<file path="src/rtl/adc_seq_pkg.sv">
package adc_seq_pkg;
  localparam int CHAN_W = 5;
  localparam int SEL_N  = 13;
  localparam logic [CHAN_W-1:0] CHAN_OFF = '1;

  typedef enum logic [1:0] {
    ST_IDLE   = 2'd0,
    ST_WAKE   = 2'd1,
    ST_LAUNCH = 2'd2,
    ST_BUSY   = 2'd3
  } seqState_t;

  // strobes from control to datapath
  typedef struct packed {
    logic loadCfg;
    logic latchRes;
    logic powered;
  } seqStrobe_t;

  function automatic logic [SEL_N-1:0] decodeChan(input logic [CHAN_W-1:0] code);
    logic [SEL_N-1:0] sel;
    sel = '0;
    if (code < CHAN_W'(8)) begin
      sel[code[2:0]] = 1'b1;
    end else begin
      case (code)
        CHAN_W'(11): sel[8]  = 1'b1;
        CHAN_W'(12): sel[9]  = 1'b1;
        CHAN_W'(13): sel[10] = 1'b1;
        CHAN_W'(29): sel[11] = 1'b1;
        CHAN_W'(30): sel[12] = 1'b1;
        default:     sel     = '0;
      endcase
    end
    return sel;
  endfunction
endpackage

</file>
<file path="src/rtl/adc_seq_ctrl.sv">
module adc_seq_ctrl
  import adc_seq_pkg::*;
(
  input  logic       clk,
  input  logic       rstN,
  input  logic       regWr,
  input  logic       wrOff,
  input  logic       contMode,
  input  logic       convDone,
  output seqStrobe_t stb,
  output logic       convStart
);
  seqState_t state, stateNxt;

  always_comb begin
    stateNxt = state;
    if (regWr) begin
      stateNxt = wrOff ? ST_IDLE : ST_WAKE;
    end else begin
      case (state)
        ST_WAKE:   stateNxt = ST_LAUNCH;
        ST_LAUNCH: stateNxt = ST_BUSY;
        ST_BUSY:   if (convDone) stateNxt = contMode ? ST_LAUNCH : ST_IDLE;
        default:   stateNxt = ST_IDLE;
      endcase
    end
  end

  always_ff @(posedge clk or negedge rstN) begin
    if (!rstN) state <= ST_IDLE;
    else       state <= stateNxt;
  end

  always_comb begin
    stb.loadCfg  = regWr;
    stb.latchRes = (state == ST_BUSY) && convDone && !regWr;
    stb.powered  = (state != ST_IDLE);
  end

  assign convStart = (state == ST_LAUNCH);
endmodule

</file>
<file path="src/rtl/adc_seq_dp.sv">
module adc_seq_dp
  import adc_seq_pkg::*;
#(
  parameter int RES_W = 10
) (
  input  logic              clk,
  input  logic              rstN,
  input  seqStrobe_t        stb,
  input  logic              wrCont,
  input  logic [CHAN_W-1:0] wrChan,
  input  logic              resultRd,
  input  logic [RES_W-1:0]  convData,
  output logic              contMode,
  output logic [SEL_N-1:0]  muxSel,
  output logic [RES_W-1:0]  result,
  output logic              complete
);
  logic [CHAN_W-1:0] chanReg;

  always_ff @(posedge clk or negedge rstN) begin
    if (!rstN) begin
      chanReg  <= CHAN_OFF;
      contMode <= 1'b0;
    end else if (stb.loadCfg) begin
      chanReg  <= wrChan;
      contMode <= wrCont && (wrChan != CHAN_OFF);
    end
  end

  always_ff @(posedge clk or negedge rstN) begin
    if (!rstN) begin
      result   <= '0;
      complete <= 1'b0;
    end else begin
      if (stb.latchRes) result <= convData;
      if (stb.latchRes)                  complete <= 1'b1;
      else if (stb.loadCfg || resultRd)  complete <= 1'b0;
    end
  end

  assign muxSel = stb.powered ? decodeChan(chanReg) : '0;
endmodule

</file>
<file path="src/rtl/adc_conv_seq.sv">
module adc_conv_seq
  import adc_seq_pkg::*;
#(
  parameter int RES_W = 10
) (
  input  logic              clk,
  input  logic              rstN,
  input  logic              regWr,
  input  logic              wrCont,
  input  logic [CHAN_W-1:0] wrChan,
  input  logic              resultRd,
  input  logic              convDone,
  input  logic [RES_W-1:0]  convData,
  output logic              convStart,
  output logic              powerEn,
  output logic [SEL_N-1:0]  muxSel,
  output logic [RES_W-1:0]  result,
  output logic              complete
);
  seqStrobe_t stb;
  logic       contMode;

  adc_seq_ctrl i_ctrl (
    .clk      (clk),
    .rstN     (rstN),
    .regWr    (regWr),
    .wrOff    (wrChan == CHAN_OFF),
    .contMode (contMode),
    .convDone (convDone),
    .stb      (stb),
    .convStart(convStart)
  );

  adc_seq_dp #(.RES_W(RES_W)) i_dp (
    .clk      (clk),
    .rstN     (rstN),
    .stb      (stb),
    .wrCont   (wrCont),
    .wrChan   (wrChan),
    .resultRd (resultRd),
    .convData (convData),
    .contMode (contMode),
    .muxSel   (muxSel),
    .result   (result),
    .complete (complete)
  );

  assign powerEn = stb.powered;
endmodule

</file>
<file path="config.mk">
export PLATFORM = sky130hd
export DESIGN_NAME = adc_conv_seq
export DESIGN_NICKNAME = d
export VERILOG_FILES = /design/src/rtl/adc_seq_pkg.sv /design/src/rtl/adc_seq_ctrl.sv /design/src/rtl/adc_seq_dp.sv /design/src/rtl/adc_conv_seq.sv
export SDC_FILE = /design/constraint.sdc
export NUM_CORES = 1
export LEC_CHECK = 0
export ABC_CLOCK_PERIOD_IN_PS = 1800
export BUFFER_PORTS_ARGS = -buffer_cell sky130_fd_sc_hd__buf_2
export CAP_MARGIN = 20
export CORE_ASPECT_RATIO = 1.1
export CORE_MARGIN = 2
export CORE_UTILIZATION = 44
export CTS_CLUSTER_SIZE = 25
export DETAILED_ROUTE_END_ITERATION = 12
export GPL_TIMING_DRIVEN = 0
export PLACE_DENSITY = 0.87
export SYNTH_ARGS = -nofsm -noshare
export SYNTH_HDL_FRONTEND = slang
export SYNTH_SLANG_ARGS = --single-unit
</file>
<file path="constraint.sdc">
create_clock -name clk -period 1.8 [get_ports clk]
set_clock_uncertainty 0.1 [all_clocks]
set_input_delay 0.27 -clock clk [delete_from_list [all_inputs] [get_ports clk]]
set_output_delay 0.27 -clock clk [all_outputs]
set_load 0.005 [all_outputs]
</file>
Word-level counts from Yosys, hierarchy flattened
Index checks and enable logic that the tools add are counted.

Magnitude comparators: 3. Eq/ne operators: 11. Muxes and demuxes: 16. Reduce and logical (&&, ||, !) cells: 8.

Operators with widths (count): $mux W13 (2); $eq A5 B4 Y1 const B (3); $eq A5 B5 Y1 const B (3); $mux W1 (9); $mux W2 (3); $pmux W2 S3 (1); $lt A3 B5 Y1 const B (1); $lt A5 B4 Y1 const B (1); $ne A5 B5 Y1 const B (1); $eq A2 B2 Y1 const B (2); $logic_and A1 B1 Y1 (4); $reduce_bool A2 Y1 (2); $demux W1 S3 (1); $ge A3 B1 Y1 const B (1); $ne A3 B3 Y1 const B (1); $eq A2 B1 Y1 const B (1); $logic_not A1 Y1 (1); $logic_or A1 B1 Y1 (1).

Bits in registers: 19. Input bits: 21. Output and inout port bits: 26. Word-level logic and storage cells: 43.

Longest topological paths before layout
Word-level depth: 6. Mapped depth: 3. Depth with buffers taken out: 2.

By module
Synthesis repeated with hierarchy kept, for this count alone.

Cells, all modules: 79. Area, all modules: 935.9 sq um.

Modules (own cells, without submodules): adc_seq_dp (instances 1, cells each 64, area an instance 807.0 sq um, sequential area each 431.7 sq um); adc_seq_ctrl (instances 1, cells each 12, area an instance 116.4 sq um, sequential area each 50.0 sq um); adc_conv_seq (instances 1, cells each 3, area an instance 12.5 sq um, sequential area each 0.0 sq um).

Least setup slack after synthesis
OpenSTA, ideal clock, no wires.

Kind: register -> output. Start point: reg i_dp.chanReg[2]. End point: out muxSel[4]. Arrival time: 1.179 ns. Required time: 1.430 ns. Setup slack: 0.251 ns. Stages on the path, launching flop included: 4. Buffers on the path: 1. Cell sequence: dfstp_2 > buf_2 > or3b_1 > nor3_1.

Cells in the longest elaborated chain, start to end: 6. Elaborated cells on any way between the ends: 8. Those cells by class: order compare: 3; mux: 4; reduce/logical: 1.

Ends and longest elaborated chain: start, declared (RTL line adc_seq_dp.sv:18) `logic [CHAN_W-1:0] chanReg;`; start signal, assigned (RTL line adc_seq_dp.sv:25) `chanReg <= wrChan;`; $lt A3 B5 Y1 (not written as such) / $ge A3 B1 Y1 (equally long branches) (RTL line adc_seq_pkg.sv:24) `sel[code[2:0]] = 1'b1;`; $logic_and A1 B1 Y1 (not written as such) (RTL line adc_seq_pkg.sv:24); $mux W1 (not written as such) (RTL line adc_seq_pkg.sv:24); $demux W1 S3; $mux W13 (*) (RTL line adc_seq_pkg.sv:23) `if (code < CHAN_W'(8)) begin`; $mux W13 (*) (RTL line adc_seq_dp.sv:41) `assign muxSel = stb.powered ? decodeChan(chanReg) : '0;`; end, declared (RTL line adc_conv_seq.sv:16) `output logic [SEL_N-1:0] muxSel,`.

Every way passes the cells marked *; elsewhere a longest branch is shown, timed or not.

Worst setup path in the final report
Ends and elaborated chain as after synthesis.

==> run_results.csv <==
group,metric,value,unit
critical_path,worstReg2RegStart,"i_ctrl.state[0]$_DFFE_PN0P_",
logic_synthesis,async_reset_ff_share,100.0,%
critical_path,cp_slowest_cell,"dfstp_2",
critical_path,worstRegToRegCells,4,
clocking,cts_tree,"done",
logic_synthesis,synth_seq_area_share,50.72,%
logic_synthesis,post_synth.cell_area_avg,12.33,um2
logic_synthesis,synth-simple-area-share,19.37,%
clocking,cts_inserted_buffers,3,
logic_synthesis,xor_xnor_cell_area_share_of_the_yosys_netlist,0,%
cells_and_area,post_route_cells_drive_above_1_share,69.17,%
floorplanning,row_count,17,
logic_synthesis,number_of_enable_type_register_cells_in_the_synthesized_netlist,0,
grt,vias_in_the_first_global_route,701,
logic_synthesis,netlist-cell-type-count,28,
place,dp.final_hpwl,1.481,mm
sta,fmaxAchievable,551.9,MHz
clocking,clock-sinks,19,
critical_path,worst-setup-path-type,"reg2out",
logic_synthesis,synth.mux.area_fraction,20.16,%
critical_path,crit_chain,"or3b_4 > nor3_2 > buf_2",
route,drt_pre_antenna_iters,2,
clocking,clock_latency,0.29,ns
cells_and_area,area_delta_synth_final,42.69,%
sta,min_period,1.812,ns
logic_synthesis,synth.top_cell.area_share,36.89,%
floorplanning,die-width,48.30,um
logic_synthesis,synth_adder_area_share,0,%
critical_path,arrival,1.44,ns
sta,tightestPinTransition,0.4029,ns
critical_path,timing.critical_path.to_type,"output port",
grt,grt_util_all_layers,16.66,%
critical_path,crit-reg2reg-capture,"i_dp.result[6]$_DFFE_PN0P_",
logic_synthesis,synth_compound_gate_area_share,5.665,%
sta,final.period_utilization,100.7,%
power,power.ir.vdd_worst,652.3,uV
sta,slew-limit-headroom,73.14,%
grt,grt_pass1_wl,2.870,mm
run,max_cap_violations,0,
place,port_buffers,46,
cells_and_area,fillCellCount,177,
route,postRouteAntennaNets,0,
hold_path,holdCritPathClass,"in2reg",
floorplanning,dieArea,0.002546,mm2
power,final_total_pwr,1.135,mW
route,drt_iter0_drc,3,
clocking,maximum_buffer_depth_of_the_clock_tree,2,
sta,final-hold-violation-count,0,
floorplanning,die-height,52.73,um
sta,final-setup-viol-count,1,
logic_synthesis,synth_most_common_cell,"dfrtp_1",
sta,grt_setup_unrepaired,"true",
sta,hold_slack,0.1047,ns
route,post-route-drc-count,0,
cells_and_area,multi_input_comb_area,480.5,um2
sta,slew_viol_final,0,
critical_path,crit_path_max_incr_delay,0.53,ns
critical_path,ff2ff_setup_slack,0.38,ns
cells_and_area,final_cell_count_no_fill,161,
power,cellLeakagePower,0.6837,nW
clocking,cts_max_level,1,
logic_synthesis,mappedNetlistArea,949.7,um2
place,dp.cells,151,
hold_path,worst_hold_startpoint,"convData[1]",
sta,final.setup.worst_slack,-0.01195,ns
floorplanning,pin_count,47,
critical_path,crit_path_max_fanout,2,
power,power_per_cell_area,837.4,mW/mm2
cells_and_area,antennaDiodeCount,0,
grt,grt_max_degree,20,
logic_synthesis,synth.top_cells.by_area,"dfrtp_1 37%, mux2_4 14%, dfstp_2 14%, mux2_2 5.9%, nor3_1 3.2%",
logic_synthesis,synthesis.instances,77,
logic_synthesis,postSynth.topFlopCell,"dfrtp_1",
floorplanning,initial_core_util,47.00,%
logic_synthesis,synth_top_family_by_area,"multiplexers",
cells_and_area,finish.net_count,155,
route,vias,796,
logic_synthesis,postSynthRegisterBits,19,
floorplanning,core_region_area,0.002021,mm2
route,route.detailed.wl_per_inst,12.37,um
logic_synthesis,yosysTopAreaCell,"dfrtp_1",
route,drt_wl_total,1.992,mm
grt,number_of_antenna_violations_at_the_first_check_in_global_routing,0,
critical_path,cp.required,1.43,ns
run_status,outcome,"finished with violations",
critical_path,critical_path.startpoint_type,"flop",
clocking,cts.reportedPaths.clkPinSlew,0.10,ns
route,route.detailed.vias_per_inst,4.944,
cells_and_area,layout.area.seq,484.2,um2
clocking,clk_root_buffer_cell,"clkbuf_4",
logic_synthesis,synth.top_cells.by_count,"14 x dfrtp_1, 9 x mux2_4, 6 x nor3_1",
logic_synthesis,yosysWarningCount,0,
place,weighted_congestion_reported_at_the_end_of_routability_driven_placement,0.6690,
hold_path,worst_hold_path.num_cells,2,
place,dp_worst_setup_slack,0.1159,ns
grt,global_route_congestion_overflow_total,0,
run_status,violated_checks,"setup timing",
hold_path,holdPathEnd,"i_dp.result[1]$_DFFE_PN0P_",
logic_synthesis,syn_nets,98,
## how the worst max path moves through the flow
stage | startpoint | end | slack (ns)
5_1_grt | i_dp.chanReg[2]$_DFFE_PN1P_ | muxSel[4] | -0.1
2_1_floorplan | i_dp.chanReg[2]$_DFFE_PN1P_ | muxSel[4] | 0.25
6_report | i_dp.chanReg[2]$_DFFE_PN1P_ | muxSel[4] | -0.01
3_5_place_dp | i_dp.chanReg[2]$_DFFE_PN1P_ | muxSel[4] | 0.12
3_3_place_gp | i_dp.chanReg[2]$_DFFE_PN1P_ | muxSel[9] | 0.14
4_1_cts | i_dp.chanReg[2]$_DFFE_PN1P_ | muxSel[4] | -0.04
## critical path, delay by kind of cell (launching register included)
family | cells | cell delay [ns]
buf+inv | 1 | 0.13
simple gates | 2 | 0.50
flops | 1 | 0.53
## what timing repair did
item	in CTS	in global routing
endpoints found under the hold margin	14	0
hold buffers	1	0
pin swaps	0	1
setup endpoints to repair	7	10
setup buffers	4	3
gates resized for setup	2	12
## per-layer routing
| layer | global-route usage, % | vias to the layer above | part of all wire [%] |
|---|---|---|---|
| met4 | 8.108 | 0 | 0.55 |
| met5 | 0 | - | 0 |
| met2 | 28.73 | 35 | 51 |
| li1 | - | 394 | - |
| met3 | 3.793 | 2 | 7.4 |
| met1 | 18.22 | 365 | 41 |
## power by group
part	switching (mW)	internal, mW	total, mW
Combinational	0.130	0.219	0.349
Sequential	0.0590	0.523	0.582
Clock	0.122	0.0826	0.204
Total	0.311	0.824	1.13
## layout by cell type (no fill, tap or decap), drive strengths merged, types with 2 or more instances in the layout
cell    count
dfrtp      14
nor3        6
clkbuf      3
nand4b      2
nand3b      2
o21ai       3
inv         2
nand2b      2
nor4        3
nor2        3
nand2       3
buf        56
dfstp       5
mux2       14
nor4b       2
## metrics by stage
step / setup TNS [ns] / instance area [um2] / utilization [%]
6_report: -0.01195 / 1355 / 67.06
4_1_cts: -0.1007 / 1275 / 63.10
3_3_place_gp: 0 / 1215 / 60.12
5_1_grt: -0.3166 / 1355 / 67.06
2_1_floorplan: 0 / 949.7 / -
3_5_place_dp: 0 / 1215 / 60.12
## state kept, by name, summed over array words and instances (netlist names)
| register | cells |
|---|---|
| i_dp.chanReg | 5 |
| i_dp.contMode | 1 |
| i_dp.complete | 1 |
| i_ctrl.state | 2 |
| i_dp.result | 10 |
## area by class of cell
type,instances,share of cell area (%)
Multi-Input combinational cell,51,35.46
Tap cell,28,2.585
Clock inverter,1,0.3693
Clock buffer,3,1.662
Buffer,3,2.031
Sequential cell,19,35.73
Timing Repair Buffer,54,21.61
Inverter,2,0.5540
## cells by family after synthesis
logic type / count (synthesis)
buffers and inverters: 7
AND/OR/NAND/NOR: 29
AO/OA/AOI/OAI: 8
flip-flops: 19
multiplexers: 14
No activity file was read; power rests on OpenSTA's default activity.
